===== src/rtl/rds_sync_flag.sv =====
module rds_sync_flag #(
  parameter int DW   = 16,
  parameter int TOLW = 2
) (
  input  logic            clk,
  input  logic            rst,
  input  logic            blk_stb,
  input  logic [2:0]      blk_type,
  input  logic            blk_ok,
  input  logic            blk_fixed,
  input  logic [DW-1:0]   blk_data,
  input  logic            half_rate,
  input  logic [TOLW-1:0] bad_tol,
  input  logic            host_rd,
  output logic            sync_o,
  output logic            flag_o,
  output logic            int_n,
  output logic [DW-1:0]   a_last,
  output logic [DW-1:0]   a_prev
);
  localparam logic [2:0] TYP_A   = 3'd0;
  localparam logic [2:0] TYP_MAX = 3'd4;

  logic            have_good;
  logic [TOLW-1:0] bad_run;
  logic            pend;

  wire type_ok = blk_type <= TYP_MAX;
  wire good    = blk_stb & type_ok & blk_ok;
  wire bad     = blk_stb & ~good;
  wire accept  = blk_stb & sync_o & type_ok & (blk_ok | blk_fixed);
  wire set_now = accept & (~half_rate | pend);

  assign int_n = ~flag_o;

  always_ff @(posedge clk) begin
    if (rst) begin
      have_good <= 1'b0;
      bad_run   <= '0;
      sync_o    <= 1'b0;
    end else if (!sync_o) begin
      if (good) begin
        if (have_good) sync_o <= 1'b1;
        have_good <= 1'b1;
        bad_run   <= '0;
      end else if (bad && have_good) begin
        if (bad_run >= bad_tol) begin
          have_good <= 1'b0;
          bad_run   <= '0;
        end else begin
          bad_run <= bad_run + 1'b1;
        end
      end
    end
  end

  always_ff @(posedge clk) begin
    if (rst) begin
      pend   <= 1'b0;
      flag_o <= 1'b0;
    end else begin
      if (accept && half_rate) pend <= ~pend;
      if (set_now)      flag_o <= 1'b1;
      else if (host_rd) flag_o <= 1'b0;
    end
  end

  always_ff @(posedge clk) begin
    if (rst) begin
      a_last <= '0;
      a_prev <= '0;
    end else if (accept && blk_type == TYP_A) begin
      a_prev <= a_last;
      a_last <= blk_data;
    end
  end

  AST_SYNC_STICKY: assert property (@(posedge clk) disable iff (rst)
    sync_o |=> sync_o);
  AST_SYNC_FROM_GOOD: assert property (@(posedge clk) disable iff (rst)
    $rose(sync_o) |-> $past(blk_stb && blk_ok && blk_type <= TYP_MAX));
  AST_NO_FLAG_UNSYNC: assert property (@(posedge clk) disable iff (rst)
    !sync_o |-> !flag_o);
  AST_FLAG_FROM_STROBE: assert property (@(posedge clk) disable iff (rst)
    $rose(flag_o) |-> $past(blk_stb));
  AST_READ_CLEARS: assert property (@(posedge clk) disable iff (rst)
    (host_rd && !blk_stb) |=> !flag_o);
  AST_INT_FOLLOWS: assert property (@(posedge clk) disable iff (rst)
    int_n != flag_o);
  AST_HIST_SHIFT: assert property (@(posedge clk) disable iff (rst)
    (a_last != $past(a_last)) |-> (a_prev == $past(a_last)));
endmodule


===== config.mk =====
export PLATFORM = sky130hd
export DESIGN_NAME = rds_sync_flag
export DESIGN_NICKNAME = d
export VERILOG_FILES = /design/src/rtl/rds_sync_flag.sv
export SDC_FILE = /design/constraint.sdc
export NUM_CORES = 1
export LEC_CHECK = 0
export BUFFER_PORTS_ARGS = -buffer_cell sky130_fd_sc_hd__buf_2
export CORE_ASPECT_RATIO = 0.6
export CORE_MARGIN = 8
export CORE_UTILIZATION = 30
export CTS_CLUSTER_SIZE = 20
export DETAILED_ROUTE_END_ITERATION = 12
export SYNTH_ARGS = -nofsm -noshare
export SYNTH_HDL_FRONTEND = slang
export SYNTH_SLANG_ARGS = --single-unit

===== constraint.sdc =====
create_clock -name clk -period 2.4 [get_ports clk]
set_input_delay 0 -clock clk [delete_from_list [all_inputs] [get_ports clk]]
set_output_delay 0 -clock clk [all_outputs]
set_load 0.01 [all_outputs]

==> results of run 1 <==
==> registers in the layout, indices dropped and copies added (netlist names) <==
signal and cells:
a_last 16, a_prev 16, bad_run 2, flag_o 1, have_good 1, pend 1
sync_o 1
==> metal layers <==
layer	share of wire, %	vias up
met1	51	627
met3	8.4	2
met4	0.31	0
met5	0	-
li1	-	747
met2	40	39
==> area by class of cell <==
type,count,area [um^2]
Fill cell,491,2550
Clock inverter,1,5.00
Inverter,4,15.0
Timing Repair Buffer,81,495
Tap cell,63,78.8
Sequential cell,38,761
Multi-Input combinational cell,128,621
Clock buffer,7,86.3
==> cell families after synthesis <==
| group | count (synthesis) |
|---|---|
| flops | 38 |
| compound gates | 42 |
| xor+xnor | 1 |
| buf+inv | 15 |
| fa+ha+maj | 2 |
| simple gates | 83 |
==> power by group through the flow <==
stage / combinational (mW) / sequential, mW / clock (mW)
after global placement: 0.0511 / 0.649 / 0
after floorplan: 0.0210 / 0.648 / 0
final: 0.0725 / 0.634 / 0.441
after detailed placement: 0.0517 / 0.649 / 0
after CTS: 0.0731 / 0.634 / 0.462
after global routing: 0.0820 / 0.634 / 0.484
==> path summary, 6_finish.rpt <==
| check | cells after the start | endpoint | start |
|---|---|---|---|
| worst max register to register | 6 | bad_run[0] | bad_run[0] |
| worst min register to register | 2 | a_prev[4] | a_prev[4] |
| worst min-delay path | 3 | sync_o | blk_stb |
| worst max-delay path | 6 | bad_run[0] | bad_run[0] |
==> metrics by stage <==
stage | setup WS, ns | cell area [um^2] | hold WS [ns]
final | 0.681 | 2060 | 0.0383
after global routing | 0.547 | 2060 | 0.0467
after CTS | 0.682 | 2060 | 0.0264
after detailed placement | 0.702 | 1800 | 0.246
after global placement | 0.773 | 1800 | 0.243
after floorplan | 0.835 | 1460 | 0.136
==> worst register-to-register path: cells and delay by family (launching register included) <==
kind	cells	cell delay [ns]
adders and majority gates	1	0.25
and+or+nand+nor	2	0.59
buffers and inverters	1	0.06
DFF	1	0.37
AOI/OAI and AO/OA	2	0.37
==> synth_stat cells, drive strengths merged <==
cell    count
nand2      65
dfxtp      38
a21oi      36
buf         7
clkbuf      4
inv         4
nand3       4
nand2b      3
nor2        3
o21ai       3
ha          2
nor2b       2
a211oi      1
a31oi       1
and2        1
nor3b       1
nor4        1
o211ai      1
or3         1
or4         1
or4b        1
xnor2       1
==> flow_summary.yaml, run 1 <==
route:
  dr_total_vias: 1415
  wl_per_cell_um: 12.0
  via_per_inst: 4.39
  drt_wl_total_mm: 3.87
  drc_errors: 0
  drtIter0Drc: 45
  ant_nets: 0
  drt_pass1_iterations: 4
synthesis:
  syn_nets: 211
  netlist_area_um2: 1460
  synth_top_area_share_pct: 52.2
  synth-seq-cells: 38
  synth_area_leaders: "dfxtp_1, nand2_1, a21oi_1"
  synthSimpleGateAreaFrac_pct: 24.5
  synth_top_family_by_area: "simple AND/OR/NAND/NOR gates"
  postSynthAreaPerCell_um2: 8.05
  synth_seq_area_share_pct: 52.2
  synthCells: 181
  synth_xor_area_share_pct: 0.601
  synth_mux_area_share_pct: 0
  post-synth-top-area-cell: "dfxtp_1"
  ys_types: 24
  synthAdderAreaFrac_pct: 1.72
  synth-compound-area-share_pct: 15.2
  yosys_warnings: 0
run:
  maxCapViolCount: 0
finish:
  area_delta_synth_final_pct: 41.6
  diodes: 0
  final_cell_count_no_fill: 322
  final_cell_mix: "nand2_1, buf_2, dfxtp_1"
  fin_nets: 288
  final_core_util_pct: 44.7
  layout_commonest_cell: "nand2_1"
  drive_above_1_share_pct: 28.2
grt:
  use_met2_pct: 16.7
  grt_util_all_layers_pct: 11.1
  grt_overflow: 0
  grt_pass1_vias: 1493
  use_met3_pct: 5.40
  grt_pass1_wl_mm: 6.94
  antenna_found_initial: 0
  grt_start_max_net_pins: 39
  grtUsageMet1_pct: 13.9
  grt-busiest-layer: "met2"
die:
  initial_core_util_pct: 31.6
  num_rows: 19
  coreArea_um2: 4610
  pin_count: 63
  dieArea_um2: 7410
  die_y_um: 70.0
  chipWidth_um: 106
cts:
  cts_made_buffers: 5
  post_cts_buffers: 0
  cts_tree: "built"
  root_buffer: "clkbuf_8"
  clk_latency_ns: 0.28
  cts_sinks: 38
  postCtsHoldBufs: 17
  htreeDepth: 2
  clk_path_buf_depth: 2
  post_cts_resized: 0
  path_clk_slew_ns: 0.07
timing:
  fin_crit_ns: 1.72
  period_share_pct: 71.6
  hold_viol: 0
  fmax_ghz: 0.582
  finalSetupViolations: 0
  rsz0062_at_grt: "no"
  relSlewSlack_pct: 53.6
  fin_skew_ns: 0.00349
  tns_ns: 0
  worst_pin_slew_ns: 0.697
  slew_violations: 0
worst_hold_path:
  hold_path.class: "input pin to register"
pwr:
  combPwrFrac_pct: 6.3
  clkPwrFrac_pct: 38.4
  p_leak_nw: 0.862
  switching_share_pct: 21.1
  p_seq_share_pct: 55.3
  p_per_area_nw_per_um2: 556
  total_power_mw: 1.15
  internal_power_uw: 905
  p_sw_uw: 243
  peakVddDrop_v: 0.000298
setup_path:
  path_delay_family: "simple AND/OR/NAND/NOR gates"
  max_stage_delay_ns: 0.45
  cp_max_fo: 4
  worst-path-buf-inv: 1
  crit_top_cell: "a21oi_1"
  crit_arrival_ns: 1.92
  start_kind: "register"
  crit_path_end_kind: "register"
  required_ns: 2.60
  crit_type: "register to register"
  r2r_slack_ns: 0.68
  slowest_stage: "or4b_1"
  cp_cell_sequence: "inv_1 -> ha_1 -> nand2b_1 -> a21oi_1 -> or4b_1 -> a21oi_1"
status:
  outcome: "finished, final reports clean"
placed_design:
  io_buffers: 62
  place.detailed.hpwl_mm: 2.67
  dp_cells: 297
  place.gp.congestion: 0.739
Power figures use the tool's default switching activity.
==> inputs of run 2 (changes only) <==
- ABC_AREA: unset -> 1
- clock period: 2.4 -> 1.43 ns (I/O delays scaled with it)
==> run 2 against run 1 <==
  * Non-clock buffer count rose by 1
  * Synthesized cell count rose by 9.9%
  * Setup slack got worse by 0.51 ns
  * Flip-flop and latch count did not move
  * Critical path type unchanged
==> flow_summary.yaml, run 2 <==
status:
  outcome: "finished, final reports clean"
finish:
  final_cell_count_no_fill: 342
  layout_commonest_cell: "buf_2"
  top_regs: "a_last (16), a_prev (16), bad_run (2)"
  design_area_um2: 2230
  area_delta_synth_final_pct: 40.4
  diodes: 0
  final_cell_mix: "buf_2, nand2_1, nand3_1, dfxtp_1, a21oi_1"
  fin_nets: 305
  drive_above_1_share_pct: 28.6
grt:
  grt_pass1_wl_mm: 7.16
  grt_pass1_vias: 1483
  grt_util_all_layers_pct: 11.2
  antenna_found_initial: 0
  grt_overflow: 0
  grt_start_max_net_pins: 33
placed_design:
  dp_cells: 317
  io_buffers: 62
  place.gp.congestion: 0.769
  place_area_um2: 1910
  place.detailed.hpwl_mm: 3.01
  place_ws_ns: 0.180
cts:
  htreeDepth: 2
  clk_path_buf_depth: 2
  cts_sinks: 38
  path_clk_slew_ns: 0.07
  postCtsHoldBufs: 17
  post_cts_buffers: 0
  cts_tree: "built"
  root_buffer: "clkbuf_8"
  clk_latency_ns: 0.29
  post_cts_resized: 0
  cts_made_buffers: 5
die:
  die_y_um: 72.3
  initial_core_util_pct: 31.2
  pin_count: 63
  dieArea_um2: 7950
  chipWidth_um: 110
  num_rows: 20
  coreArea_um2: 5080
setup_path:
  worst-path-buf-inv: 2
  cp_cell_sequence: "inv_1 -> ha_1 -> nand2_1 -> nand3_1 -> inv_1 -> nand2_1 -> nand3_1 -> nand2_1 -> nor2_1"
  r2r-start: "bad_run[0]"
  crit_top_cell: "nand2_1"
  crit_path_end_kind: "register"
  critPathCapture: "bad_run[0]"
  required_ns: 1.66
  r2r_slack_ns: 0.18
  startpoint: "bad_run[0]"
  crit_type: "register to register"
  path_depth: 9
  start_kind: "register"
  slowest_stage: "dfxtp_1"
  max_stage_delay_ns: 0.36
  path_delay_family: "simple AND/OR/NAND/NOR gates"
  reg2reg_depth: 9
  crit_arrival_ns: 1.48
  r2r_end: "bad_run[0]"
  cp_max_fo: 3
pwr:
  total_power_mw: 2.36
  p_per_area_nw_per_um2: 1060
  peakVddDrop_v: 0.000458
  p_leak_nw: 0.980
synthesis:
  synthSimpleGateAreaFrac_pct: 28.3
  post-synth-top-area-cell: "dfxtp_1"
  synth_top_family_by_area: "simple AND/OR/NAND/NOR gates"
  synth_seq_area_share_pct: 47.9
  synth_area_leaders: "dfxtp_1, nand3_1, nand2_1"
  synth_xor_area_share_pct: 0.552
  synth_mux_area_share_pct: 0
  synth_enable_flop_cells: 0
  yosys_warnings: 0
  netlist_area_um2: 1590
  ys_types: 20
  async_flop_share_pct: 0
  synthAdderAreaFrac_pct: 1.58
  yosysMostFrequentCell: "nand2_1"
  ys_top_cells_by_count: "nand2_1, dfxtp_1, nand3_1"
  ys.flop_type: "dfxtp_1"
  postSynthAreaPerCell_um2: 7.97
  synth_top_area_share_pct: 47.9
  syn_nets: 229
  synth-compound-area-share_pct: 11.9
  synthCells: 199
  synth-seq-cells: 38
route:
  drtIter0Drc: 89
  routed.top_layer: "met4"
  dr_total_vias: 1537
  drt_pass1_iterations: 4
  met2_length_mm: 1.82
  via_per_inst: 4.49
  wl_per_cell_um: 12.9
  drt_wl_total_mm: 4.40
  ant_nets: 0
  wl_met3_um: 383
  wl_met1_mm: 2.17
  drc_errors: 0
timing:
  tns_ns: 0
  relSlewSlack_pct: 77.1
  setup_ws_ns: 0.176
  rsz0062_at_grt: "no"
  hold_viol: 0
  worst_pin_slew_ns: 0.344
  finalSetupViolations: 0
  slew_violations: 0
  period_share_pct: 87.7
  fin_crit_ns: 1.25
  fmax_ghz: 0.798
  fin_skew_ns: 0.00527
worst_hold_path:
  hold_path.class: "input pin to register"
run:
  maxCapViolCount: 0
==> run 2: changes by cell type after synthesis, moves of 3 or more <==
cell,change
nand2_1,-18
nand3_1,+34
buf_2,-4
inv_1,+7
nand2b_1,-3
buf_6,+5
==> run 2: how the worst min path moves through the flow <==
stage	start	endpoint	slack [ns]	cells after the start
after floorplan	blk_data[10]	a_last[10]	0.16	2
after global placement	blk_data[4]	a_last[4]	0.28	3
after detailed placement	blk_data[14]	a_last[14]	0.28	3
after CTS	blk_data[3]	a_last[3]	0.003	3
after global routing	blk_data[3]	a_last[3]	0.01	3
final	blk_data[3]	a_last[3]	0.009	3
==> run 2: layout make-up <==
class	count	area, um^2
clock buffers	6	82.6
flip-flops and latches	38	761
multi-input cells	137	672
fillers	513	2850
repair buffers	82	528
inverters	11	41.3
well taps	66	82.6
clock inverters	2	60.1
==> run 2: power by group <==
group / leakage [nW] / internal, mW / switching, mW
logic: 0.602 / 0.0838 / 0.0823
clock network: 0.0714 / 0.744 / 0.385
registers: 0.306 / 1.06 / 0.00449
total: 0.980 / 1.89 / 0.472
==> run 2: cells by family (layout without fill, tap and decap cells) <==
kind of cell    Yosys count  in the layout
fa+ha+maj                 2              2
buf+inv                  24            101
xor+xnor                  1              1
simple gates             97             97
flops                    38             38
compound gates           37             37
==> run 2: worst min-delay path, delay by kind of cell <==
family	cells	cell delay, ns
AOI/OAI and AO/OA	1	0.06
buffers and inverters	1	0.10
and+or+nand+nor	1	0.09
==> run 2: routing by layer <==
metal | up-vias | GRT usage, %
met4 | 0 | 3.57
met1 | 683 | 15.3
met2 | 41 | 15.3
met3 | 5 | 4.60
met5 | - | 0
li1 | 808 | -
==> run 2: stage by stage <==
step / hold WS (ns) / utilization, %
4_1_cts: 0.00311 / 43.8
6_report: 0.00949 / 43.8
5_1_grt: 0.0105 / 43.8
2_1_floorplan: 0.164 / -
3_5_place_dp: 0.279 / 37.7
3_3_place_gp: 0.277 / 37.7
